### src/rtl/extint_pkg.sv
package extint_pkg;

  typedef enum logic [1:0] {
    EDGE_RISE = 2'b00,
    EDGE_FALL = 2'b01,
    EDGE_BOTH = 2'b10,
    EDGE_NONE = 2'b11
  } edge_sel_e;

  typedef struct packed {
    logic      slow;
    edge_sel_e sel;
  } mode_t;

  localparam mode_t MODE_RESET = '{slow: 1'b0, sel: EDGE_RISE};

endpackage

### src/rtl/extint_tick_div.sv
module extint_tick_div #(
  parameter int DIV = 4
) (
  input  logic clk,
  input  logic rst_n,
  output logic tick_o
);
  localparam int CW = (DIV > 1) ? $clog2(DIV) : 1;
  localparam logic [CW-1:0] LAST = CW'(DIV - 1);

  logic [CW-1:0] cnt_q;

  always_ff @(posedge clk) begin
    if (!rst_n)              cnt_q <= '0;
    else if (cnt_q == LAST)  cnt_q <= '0;
    else                     cnt_q <= cnt_q + 1'b1;
  end

  assign tick_o = (cnt_q == LAST);

  generate
    if (DIV > 1) begin : g_pulse_chk
      // a sampling strobe is a single-cycle pulse
      assert_tick_single_R3: assert property (@(posedge clk) disable iff (!rst_n)
        tick_o |=> !tick_o);
    end
  endgenerate
endmodule

### src/rtl/extint_edge_det.sv
module extint_edge_det
  import extint_pkg::*;
#(
  parameter int SYNC_STAGES = 2
) (
  input  logic      clk,
  input  logic      rst_n,
  input  logic      pin_i,
  input  logic      stb_i,
  input  edge_sel_e sel_i,
  output logic      hit_o
);
  logic [SYNC_STAGES-1:0] sync_q;
  logic                   lvl;
  logic                   samp_q;
  logic                   rise;
  logic                   fall;

  generate
    if (SYNC_STAGES > 1) begin : g_chain
      always_ff @(posedge clk) begin
        if (!rst_n) sync_q <= '0;
        else        sync_q <= {sync_q[SYNC_STAGES-2:0], pin_i};
      end
    end else begin : g_single
      always_ff @(posedge clk) begin
        if (!rst_n) sync_q <= '0;
        else        sync_q <= pin_i;
      end
    end
  endgenerate

  assign lvl = sync_q[SYNC_STAGES-1];

  always_ff @(posedge clk) begin
    if (!rst_n)     samp_q <= 1'b0;
    else if (stb_i) samp_q <= lvl;
  end

  assign rise = stb_i &  lvl & ~samp_q;
  assign fall = stb_i & ~lvl &  samp_q;

  always_comb begin
    unique case (sel_i)
      EDGE_RISE: hit_o = rise;
      EDGE_FALL: hit_o = fall;
      EDGE_BOTH: hit_o = rise | fall;
      default:   hit_o = 1'b0;
    endcase
  end
endmodule

### src/rtl/extint_req_ctl.sv
module extint_req_ctl (
  input  logic clk,
  input  logic rst_n,
  input  logic hit_i,
  input  logic req_clr_i,
  input  logic mie_set_i,
  input  logic mie_clr_i,
  input  logic irq_ack_i,
  output logic req_o,
  output logic mie_o
);
  always_ff @(posedge clk) begin
    if (!rst_n)                       req_o <= 1'b0;
    else if (hit_i)                   req_o <= 1'b1;
    else if (req_clr_i || irq_ack_i)  req_o <= 1'b0;
  end

  always_ff @(posedge clk) begin
    if (!rst_n)                       mie_o <= 1'b0;
    else if (mie_clr_i || irq_ack_i)  mie_o <= 1'b0;
    else if (mie_set_i)               mie_o <= 1'b1;
  end

  // the flag holds until it is cleared or acknowledged
  assert_req_sticky_R6: assert property (@(posedge clk) disable iff (!rst_n)
    (req_o && !req_clr_i && !irq_ack_i) |=> req_o);
  // a clear with no competing edge empties the flag
  assert_req_clear_R6: assert property (@(posedge clk) disable iff (!rst_n)
    (req_clr_i && !hit_i) |=> !req_o);
  // a disable command always wins
  assert_mie_clear_R7: assert property (@(posedge clk) disable iff (!rst_n)
    mie_clr_i |=> !mie_o);
  // an acknowledge drops the master enable and the flag
  assert_ack_clear_R9: assert property (@(posedge clk) disable iff (!rst_n)
    (irq_ack_i && !hit_i) |=> (!mie_o && !req_o));
endmodule

### src/rtl/extint_edge_unit.sv
module extint_edge_unit
  import extint_pkg::*;
#(
  parameter int FAST_DIV    = 4,
  parameter int SLOW_DIV    = 64,
  parameter int SYNC_STAGES = 2
) (
  input  logic       clk,
  input  logic       rst_n,
  input  logic       pin_i,
  input  logic       mode_wr_i,
  input  logic [2:0] mode_wdata_i,
  input  logic       req_clr_i,
  input  logic       mie_set_i,
  input  logic       mie_clr_i,
  input  logic       src_en_i,
  input  logic       irq_ack_i,
  output logic       req_o,
  output logic       mie_o,
  output logic       irq_o
);
  localparam int NUM_RATES = 2;
  localparam int RATE_DIV [NUM_RATES] = '{FAST_DIV, SLOW_DIV};

  mode_t                mode_q;
  logic [NUM_RATES-1:0] tick;
  logic                 stb;
  logic                 hit;

  always_ff @(posedge clk) begin
    if (!rst_n)         mode_q <= MODE_RESET;
    else if (mode_wr_i) mode_q <= mode_t'(mode_wdata_i);
  end

  generate
    for (genvar r = 0; r < NUM_RATES; r++) begin : g_rate
      extint_tick_div #(.DIV(RATE_DIV[r])) u_div (
        .clk    (clk),
        .rst_n  (rst_n),
        .tick_o (tick[r])
      );
    end
  endgenerate

  assign stb = mode_q.slow ? tick[1] : tick[0];

  extint_edge_det #(.SYNC_STAGES(SYNC_STAGES)) u_det (
    .clk   (clk),
    .rst_n (rst_n),
    .pin_i (pin_i),
    .stb_i (stb),
    .sel_i (mode_q.sel),
    .hit_o (hit)
  );

  extint_req_ctl u_ctl (
    .clk       (clk),
    .rst_n     (rst_n),
    .hit_i     (hit),
    .req_clr_i (req_clr_i),
    .mie_set_i (mie_set_i),
    .mie_clr_i (mie_clr_i),
    .irq_ack_i (irq_ack_i),
    .req_o     (req_o),
    .mie_o     (mie_o)
  );

  assign irq_o = req_o & src_en_i & mie_o;

  // the "none" edge code never raises the flag
  assert_none_no_req_R5: assert property (@(posedge clk) disable iff (!rst_n)
    $rose(req_o) |-> ($past(mode_q.sel) != EDGE_NONE));
endmodule

### config.mk
export PLATFORM = sky130hd
export DESIGN_NAME = extint_edge_unit
export DESIGN_NICKNAME = d
export VERILOG_FILES = /design/src/rtl/extint_pkg.sv /design/src/rtl/extint_tick_div.sv /design/src/rtl/extint_edge_det.sv /design/src/rtl/extint_req_ctl.sv /design/src/rtl/extint_edge_unit.sv
export SDC_FILE = /design/constraint.sdc
export NUM_CORES = 1
export LEC_CHECK = 0
export BUFFER_PORTS_ARGS = -buffer_cell sky130_fd_sc_hd__buf_2
export CAP_MARGIN = 20
export CORE_MARGIN = 4
export CORE_UTILIZATION = 30
export DETAILED_ROUTE_END_ITERATION = 8
export HOLD_SLACK_MARGIN = 0.05
export SYNTH_ARGS = -nofsm -noshare
export SYNTH_HDL_FRONTEND = slang
export SYNTH_SLANG_ARGS = --single-unit
### constraint.sdc
create_clock -name clk -period 3.87 [get_ports clk]
set_clock_uncertainty 0.1 [all_clocks]
set_input_delay 0.387 -clock clk [delete_from_list [all_inputs] [get_ports clk]]
set_output_delay 0.387 -clock clk [all_outputs]
set_load 0.005 [all_outputs]
==> qor.txt, run 1 <==
final slew viol count: 0
GRT Total Usage: 8.820%
CTS max path bufs: 2
wire per inst: 10.07 um
nets: 94
P&R area growth vs syn: 22.72%
# hold bufs at CTS: 0
CTS Root Cell: clkbuf_4
delay-heaviest family, CP: flip-flops
DRT Pass-1 Iters: 3
Peak Freq: 0.7112 GHz
clock latency on the worst-skew pair: 0.28 ns
placed cells: 102
min Tclk post-route: 1.406 ns
number of synthesized flops with an enable pin: 0
top area cells in the synthesized netlist: dfxtp_1 52%, nor2_1 6.7%, mux2i_1 6.5%
Critical Path Start Type: flop
Post-Layout Cell Count: 106
routability cong.: 0.7491
ys async rst share: 0%
first-pass GRT wire length: 1787 um
Worst slew margin: 85.63%
share of the synthesized area in the top cell type: 51.93%
Routed Antenna Nets: 0
DP HPWL: 854.4 um
most frequent cells in the layout: 16 x dfxtp_1, 14 x buf_2, 11 x nor2_1
final wirelength: 1067 um
Yosys top cell by area: dfxtp_1
switching share of power: 21.39%
CP arrival: 1.52 ns
worst path required time: 3.98 ns
DRC: 0
largest net degree at the start of global routing: 11
kind of critical path: flop to flop
Setup TNS Final: 0 ns
num rows: 16
syn nets: 75
vias: 483
DR vias/cell: 4.557
CTS clk-pin slew, worst paths: 0.09 ns
Internal: 244.4 uW
crit end category: flop
logic gate share of total power: 8.3%
CTS H-tree depth: 1
Switching Power: 66.50 uW
die area: 2846 um2
final hold violation count: 0
mapped cell area: 616.8 um2
gr ovfl total: 0
warnings from Yosys: 0
initial antenna violation count: 0
min-delay worst type: primary input to flop
CTS Buf Count: 3
final hold slack: 0.1616 ns
share of layout cells above drive strength 1: 29.11%
sequential group share of total power: 57.5%
sequential area share after synthesis: 51.93%
FILL cells: 213
status: finished, final reports clean
RSZ-0062 raised after global routing: false
worst slew pin tran: 0.2126 ns
commonest register cell after synthesis: dfxtp_1
IO Port Bufs: 14
Bufs and invs on worst path: 0
crit path max fanout: 3
area of the core: 1962 um2
crit path max-delay cell type: dfxtp_1
CP peak stage delay: 0.33 ns
Clock Sinks: 16
commonest non-fill, non-tap cell in the layout: dfxtp_1
pwr dens: 410.7 nW/um2
worst path cell trace: ha_1 -> and3_2 -> a41oi_2 -> mux2i_1
initial drt markers: 7
Max Cap Viol: 0
Post-CTS Resized: 0
Max VDD drop: 0.1456 mV
final critical-path share of the clock period: 36.33%
setup violators final: 0
Synth Register Bits: 16
CTS tree: yes
synth unique cells: 25
Chip Width: 53.35 um
Die Height: 53.35 um
initial core utilization: 31.44%
clock power share: 34.2%
Avg Cell Area, Syn: 10.11 um2
postcts setup bufs: 0
Cells after Synth: 61
Leakage: 0.3282 nW
num ports: 15
vias in the first global route: 475
# diodes: 0
[layer usage]
| layer | routed length (um) | vias to the layer above | GRT usage (%) |
|---|---|---|---|
| met1 | 501 | 212 | 10.17 |
| met2 | 436 | 18 | 13.88 |
| met5 | 0 | - | 0 |
| met3 | 96 | 4 | 2.535 |
| li1 | - | 249 | - |
| met4 | 33 | 0 | 5.957 |
[kinds of logic (layout without fill, tap and decap cells)]
| logic type | after synthesis | after routing | share of synthesized area, % |
|---|---|---|---|
| mux | 4 | 4 | 6.491 |
| buf+inv | 2 | 20 | 1.216 |
| compound gates | 7 | 7 | 9.939 |
| fa+ha+maj | 2 | 2 | 4.056 |
| flops | 16 | 16 | 51.93 |
| simple gates | 27 | 27 | 22.11 |
| xor+xnor | 3 | 3 | 4.260 |
[cell usage after synthesis, types with 2 or more instances]
cell type	count
a21oi_1	2
and2_1	2
dfxtp_1	16
ha_1	2
mux2i_1	4
nand2_1	4
nor2_1	11
nor3b_1	2
xnor2_1	2
[worst reg2reg max path, delay by kind of cell, from the launching register on]
| kind | cells | cell delay [ns] |
|---|---|---|
| AOI/OAI and AO/OA | 1 | 0.25 |
| adders and majority gates | 1 | 0.22 |
| DFF | 1 | 0.33 |
| muxes | 1 | 0.20 |
| and+or+nand+nor | 1 | 0.24 |
[cell type report]
type | instances | area, um2 | area share (%)
repair buffers | 14 | 70.07 | 9.256
inverters | 2 | 7.507 | 0.9917
multi-input cells | 43 | 289.0 | 38.18
well taps | 27 | 33.78 | 4.463
flip-flops and latches | 16 | 320.3 | 42.31
clock buffers | 4 | 36.28 | 4.793
[path summary, 6_finish.rpt]
check / startpoint / endpoint / slack (ns) / cells after the start
max reg2reg: g_rate[1].u_div.cnt_q[0]$_SDFF_PP0_ / u_det.samp_q$_SDFFE_PN0N_ / 2.46 / 4
min: mie_clr_i / u_ctl.mie_o$_SDFFE_PP0P_ / 0.16 / 2
min reg2reg: u_det.sync_q[0]$_SDFF_PN0_ / u_det.sync_q[1]$_SDFF_PN0_ / 0.35 / 1
max: g_rate[1].u_div.cnt_q[0]$_SDFF_PP0_ / u_det.samp_q$_SDFFE_PN0N_ / 2.46 / 4
[flip-flops by register name, indices dropped and copies added, names as in the netlist]
register            flops
u_det.samp_q            1
mode_q                  3
u_ctl.mie_o             1
g_rate.u_div.cnt_q      8
u_ctl.req_o             1
u_det.sync_q            2
[power groups by stage]
stage / Sequential [mW] / Combinational (mW) / Clock, mW
finish: 0.179 / 0.0258 / 0.106
global route: 0.180 / 0.0304 / 0.121
CTS: 0.179 / 0.0263 / 0.110
detailed placement: 0.182 / 0.0261 / 0
global placement: 0.182 / 0.0254 / 0
floorplan: 0.181 / 0.0162 / 0
[stage by stage]
step                setup slack, ns  power (mW)  area, um2  util, %
detailed placement            2.467      0.2086      720.7    36.73
global route                  2.395      0.3310      757.0    38.58
global placement              2.502      0.2071      720.7    36.73
floorplan                     2.536      0.1975      616.8        -
CTS                           2.451      0.3146      757.0    38.58
finish                        2.464      0.3109      757.0    38.58
Power figures use the tool's default switching activity.
==> run 2: changes to the inputs <==
==> constraint.sdc (replaced) <==
create_clock -name clk -period 1.16 [get_ports clk]
set_clock_uncertainty 0.1 [all_clocks]
set_input_delay 0.116 -clock clk [delete_from_list [all_inputs] [get_ports clk]]
set_output_delay 0.116 -clock clk [all_outputs]
set_load 0.005 [all_outputs]
==> run 2 against run 1 <==
Compared with the run above:
- the run now ends with setup timing left
- worst hold slack improved by 0.19 ns
- first-iteration DRC count decreased by 43%
- wire length is 34% higher
- core utilization is 11 points higher
- clock power rose to 3.5 times the previous value
==> qor.txt, run 2 (synthesis gave the netlist of run 1 again) <==
kind of critical path: flop to flop
Leakage: 0.4017 nW (+22%)
final critical-path share of the clock period: 107.0% (+71 points)
max reg flops: 8 (unchanged)
multi-input logic area: 355.3 um2 (+23%)
DR vias/cell: 4.484 (-1.6%)
largest net degree at the start of global routing: 11 (unchanged)
Worst slew margin: 83.77% (-1.9 points)
initial drt markers: 4 (-3)
CTS tree: yes
Clock Sinks: 16 (unchanged)
die area: 2846 um2 (unchanged)
RSZ-0062 raised after global routing: true
crit path max fanout: 4 (+1)
clock latency on the worst-skew pair: 0.29 ns (about the same)
min Tclk post-route: 1.242 ns (-0.1643 ns)
crit path max-delay cell type: dfxtp_2
Power Total: 1.116 mW (+260%)
worst path required time: 1.28 ns (-2.70 ns)
largest registers: g_rate.u_div.cnt_q: 8 flops, mode_q: 3 flops, u_det.sync_q: 2 flops
vias in the first global route: 581 (+22%)
min-delay worst type: flop to flop
DRT Pass-1 Iters: 3 (unchanged)
CTS Root Cell: clkbuf_4
CTS clk-pin slew, worst paths: 0.10 ns (about the same)
routability cong.: 0.7002 (-6.5%)
final worst slack: -0.08175 ns (-2.546 ns)
FF+latch area: 324.1 um2 (+1.2%)
pwr dens: 1148 nW/um2 (+180%)
failing checks: setup timing
nets: 110 (+17%)
num ports: 15 (unchanged)
CP arrival: 1.37 ns (-0.15 ns)
final hold slack: 0.3472 ns (+0.1856 ns)
utilization after layout: 49.55% (+11 points)
FILL cells: 188 (-12%)
Max Cap Viol: 0 (unchanged)
worst slew pin tran: 0.2401 ns (+0.02754 ns)
CTS H-tree depth: 1 (unchanged)
P&R area growth vs syn: 57.61%
DRC: 0 (unchanged)
worst path cell trace: ha_4 -> and3_4 -> a31o_2 -> nor2_1
Setup TNS Final: -0.3582 ns (-0.3582 ns)
final wirelength: 1433 um (+34%)
final slew viol count: 0 (unchanged)
CP peak stage delay: 0.34 ns (about the same)
setup violators final: 7 (+7)
Top reg by flops: g_rate.u_div.cnt_q
initial antenna violation count: 0 (unchanged)
postcts setup bufs: 0 (unchanged)
final hold violation count: 0 (unchanged)
initial core utilization: 31.44% (unchanged)
CTS max path bufs: 2 (unchanged)
Peak Freq: 0.8053 GHz (+13%)
commonest non-fill, non-tap cell in the layout: buf_2
gr ovfl total: 0 (unchanged)
crit end category: flop
Die Height: 53.35 um (unchanged)
CTS Buf Count: 3 (unchanged)
# diodes: 0 (unchanged)
GRT Total Usage: 11.62% (+2.8 points)
Chip Width: 53.35 um (unchanged)
area of the core: 1962 um2 (unchanged)
num rows: 16 (unchanged)
first-pass GRT wire length: 2318 um (+30%)
Routed Antenna Nets: 0 (unchanged)
DP HPWL: 865 um (+1.2%)
share of layout cells above drive strength 1: 41.05% (+12 points)
most frequent cells in the layout: 14 x buf_2, 13 x dfxtp_1, 10 x nor2_1, 10 x dlygate4sd3_1, 6 x buf_4
IO Port Bufs: 14 (unchanged)
wire per inst: 11.75 um (+17%)
Max VDD drop: 0.4815 mV (+230%)
Critical Path Start Type: flop
vias: 547 (+13%)
status: finished, violations left
run 2: cell count changes in the layout (fill, tap and decap cells not counted), sizes merged:
cell | previous run | this run
dlygate4sd3 | 0 | 10
buf | 14 | 20
run 2: layout make-up:
type / instances / share of cell area, %
inverter: 2 / 0.7722
sequential: 16 / 33.33
clock buffer: 4 / 3.732
multi-input combinational: 43 / 36.55
timing repair buffer: 30 / 22.14
tap: 27 / 3.475
run 2: through the flow:
step	instances	instance area [um2]	setup slack, ns
final	122	972.2	-0.08175
after global placement	108	784.5	-0.06620
after global routing	122	972.2	-0.1208
after CTS	122	950.9	-0.07371
after detailed placement	108	784.5	-0.08696
after floorplan	61	635.6	-0.05883
run 2: repair_timing:
action	4_1_cts	5_1_grt
gates resized for setup	6	4
hold endpoints to repair	8	0
endpoints found under the setup margin	7	8
hold buffers	10	0
pin swaps	1	0
run 2: worst max-delay path: cells and delay by family (launching register included):
family	cells	cell delay (ns)
DFF	1	0.34
and+or+nand+nor	2	0.30
AOI/OAI and AO/OA	1	0.29
adders and majority gates	1	0.15
run 2: final timing paths:
check                                           start                             endpoint  slack (ns)  cells past startpoint
setup / recovery  g_rate[1].u_div.cnt_q[1]$_SDFF_PP0_  g_rate[1].u_div.cnt_q[3]$_SDFF_PP0_       -0.08                      4
hold / removal             u_det.sync_q[0]$_SDFF_PN0_           u_det.sync_q[1]$_SDFF_PN0_        0.35                      1
setup reg to reg  g_rate[1].u_div.cnt_q[1]$_SDFF_PP0_  g_rate[1].u_div.cnt_q[3]$_SDFF_PP0_       -0.08                      4
hold reg to reg            u_det.sync_q[0]$_SDFF_PN0_           u_det.sync_q[1]$_SDFF_PN0_        0.35                      1
run 2: where the power goes:
group	internal (mW)	leakage (nW)	switching, mW	total [mW]
Clock	0.191	0.0210	0.182	0.373
Sequential	0.581	0.132	0.0268	0.607
Combinational	0.0853	0.249	0.0504	0.136
Total	0.857	0.402	0.259	1.12
run 2: metal layers:
| layer | GRT usage, % | share of wire (%) | vias to the layer above |
|---|---|---|---|
| met5 | 0 | 0 | - |
| met4 | 7.660 | 2.2 | 0 |
| met3 | 2.535 | 3.8 | 4 |
| met2 | 21.63 | 51 | 12 |
| met1 | 11.17 | 43 | 249 |
| li1 | - | - | 282 |
==> run 3: changes to the inputs <==
--- a/config.mk
+++ b/config.mk
@@ -11,6 +11,7 @@
 export CORE_UTILIZATION = 30
 export DETAILED_ROUTE_END_ITERATION = 8
 export HOLD_SLACK_MARGIN = 0.05
+export SETUP_SLACK_MARGIN = 0.05
 export SYNTH_ARGS = -nofsm -noshare
 export SYNTH_HDL_FRONTEND = slang
 export SYNTH_SLANG_ARGS = --single-unit
==> constraint.sdc (replaced) <==
create_clock -name clk -period 1.3 [get_ports clk]
set_clock_uncertainty 0.1 [all_clocks]
set_input_delay 0.13 -clock clk [delete_from_list [all_inputs] [get_ports clk]]
set_output_delay 0.13 -clock clk [all_outputs]
set_load 0.005 [all_outputs]
==> run 3 against run 2 <==
Compared with the run above:
- the run now ends clean
- fmax down 0.78%
- sequential power down 11%
- clock power down 35%
- total power down 19%
- first-iteration DRC count down 50%
- sequential share of layout area rose by 1.5 points
- wire length is 2.2% lower
- worst setup slack better by 0.13 ns
- cell count shrank 4.1%
- combinational power is 12% lower
- largest cell class unchanged
==> qor.txt, run 3 (synthesis gave the netlist of run 1 again) <==
first-pass GRT wire length: 2063 um (-11%)
DRT Pass-1 Iters: 4 (+1)
final hold violation count: 0 (unchanged)
P&R area growth vs syn: 50.71%
initial antenna violation count: 0 (unchanged)
initial drt markers: 2 (-2)
CP arrival: 1.35 ns (-0.02 ns)
Worst slew margin: 82.02% (-1.8 points)
num ports: 15 (unchanged)
area post-placement: 732.0 um2 (-6.7%)
Leakage: 0.3783 nW (-5.8%)
Power Total: 905.6 uW (-19%)
CTS H-tree depth: 1 (unchanged)
Top reg by flops: g_rate.u_div.cnt_q
die area: 2846 um2 (unchanged)
wire per inst: 11.97 um (+1.9%)
Critical Path Start Type: flop
crit path max fanout: 3 (-1)
Chip Width: 53.35 um (unchanged)
DRC: 0 (unchanged)
Max Cap Viol: 0 (unchanged)
final slew viol count: 0 (unchanged)
DP HPWL: 849.6 um (-1.8%)
commonest non-fill, non-tap cell in the layout: buf_2
max reg flops: 8 (unchanged)
min Tclk post-route: 1.251 ns (+0.009721 ns)
nets: 106 (-3.6%)
largest net degree at the start of global routing: 11 (unchanged)
CTS max path bufs: 2 (unchanged)
crit end category: flop
gr ovfl total: 0 (unchanged)
vias: 538 (-1.6%)
final critical-path share of the clock period: 96.27% (-11 points)
kind of critical path: flop to flop
Routed Antenna Nets: 0 (unchanged)
CTS Root Cell: clkbuf_4
RSZ-0062 raised after global routing: true
Clock Sinks: 16 (unchanged)
num rows: 16 (unchanged)
vias in the first global route: 534 (-8.1%)
initial core utilization: 31.44% (unchanged)
delay-heaviest family, CP: flip-flops
utilization after layout: 47.39% (-2.2 points)
CTS tree: yes
Bufs and invs on worst path: 0 (unchanged)
# diodes: 0 (unchanged)
most frequent cells in the layout: 14 x buf_2, 13 x dfxtp_1, 10 x nor2_1
final wirelength: 1401 um (-2.2%)
worst path cell trace: ha_4 -> and3_4 -> a41oi_4 -> a221oi_2
CTS clk-pin slew, worst paths: 0.08 ns (-0.02 ns)
CP peak stage delay: 0.36 ns (+0.02 ns)
pwr dens: 974.1 nW/um2 (-15%)
setup violators final: 0 (-7)
DR vias/cell: 4.598 (+2.6%)
IO Port Bufs: 14 (unchanged)
min-delay worst type: primary input to flop
largest registers: g_rate.u_div.cnt_q: 8 flops, mode_q: 3 flops, u_det.sync_q: 2 flops
Die Height: 53.35 um (unchanged)
Max VDD drop: 0.7072 mV (+47%)
CTS Buf Count: 3 (unchanged)
area of the core: 1962 um2 (unchanged)
routability cong.: 0.7162 (+2.3%)
worst slew pin tran: 0.2693 ns (+0.02917 ns)
status: finished, final reports clean
crit path max-delay cell type: dfxtp_2
GRT Total Usage: 10.17% (-1.4 points)
share of layout cells above drive strength 1: 40.00% (-1.1 points)
clock latency on the worst-skew pair: 0.27 ns (-0.02 ns)
Peak Freq: 0.7991 GHz (-0.78%)
final instance area: 929.6 um2 (-4.4%)
worst path required time: 1.40 ns (+0.12 ns)
==> run 3: changes by cell type in the layout (fill, tap and decap cells not counted) <==
cell / change
a31o_2: -1
a31o_4: +1
xnor2_1: +1
nand3_2: +1
buf_4: -2
dlygate4sd3_1: -2
xnor2_2: -1
clkbuf_8: -1
nand3_1: -1
==> run 3: what timing repair did <==
item / in CTS / in global routing
buffers inserted: 2 / 1
pin swaps: 0 / 1
hold endpoints to repair: 7 / 0
hold buffers: 8 / 0
gates resized for setup: 7 / 8
gates cloned: 0 / 0
setup endpoints to repair: 6 / 4
==> run 3: worst min-delay path, stage by stage <==
cell     delay, ns
buf_2         0.12
mux2i_1       0.07
nor2_1        0.07
==> run 3: report_power, final <==
group / switching [mW] / internal, mW / total (mW)
registers: 0.0249 / 0.518 / 0.543
clock network: 0.136 / 0.107 / 0.243
logic: 0.0445 / 0.0753 / 0.120
==> run 3: layer usage <==
metal  track usage, %  wire length [um]  vias up
met5                0                 0        -
met4            3.404                37        0
met3            4.507                97        4
met2            18.57               690       20
met1            10.02               576      241
li1                 -                 -      273
==> run 3: stage by stage <==
step,setup WS (ns),hold slack (ns),setup TNS [ns],instances
4_1_cts,0.02777,0.05387,0,116
3_3_place_gp,0.03897,0.2019,0,103
3_5_place_dp,0.01822,0.1988,0,103
2_1_floorplan,0.05973,0.1081,0,61
6_report,0.04853,0.05605,0,117
5_1_grt,-0.009400,0.07218,-0.009400,117
==> run 3: area by class of cell <==
type,instances,area (um2)
Tap cell,27,33.78
Sequential cell,16,324.1
Inverter,2,7.507
Clock buffer,3,22.52
Fill cell,198,1032
Multi-Input combinational cell,43,361.6
Timing Repair Buffer,26,180.2
==> run 3: path summary, 6_finish.rpt <==
check                                                    startpoint  slack (ns)  cells after the start                                   to
worst max register to register  g_rate[1].u_div.cnt_q[0]$_SDFF_PP0_        0.05                      4             u_ctl.req_o$_SDFFE_PN0P_
worst min-delay path                                      mode_wr_i        0.06                      3               mode_q[2]$_SDFFE_PN0P_
worst min register to register  g_rate[0].u_div.cnt_q[0]$_SDFF_PP0_        0.34                      1  g_rate[0].u_div.cnt_q[0]$_SDFF_PP0_
worst max-delay path            g_rate[1].u_div.cnt_q[0]$_SDFF_PP0_        0.05                      4             u_ctl.req_o$_SDFFE_PN0P_
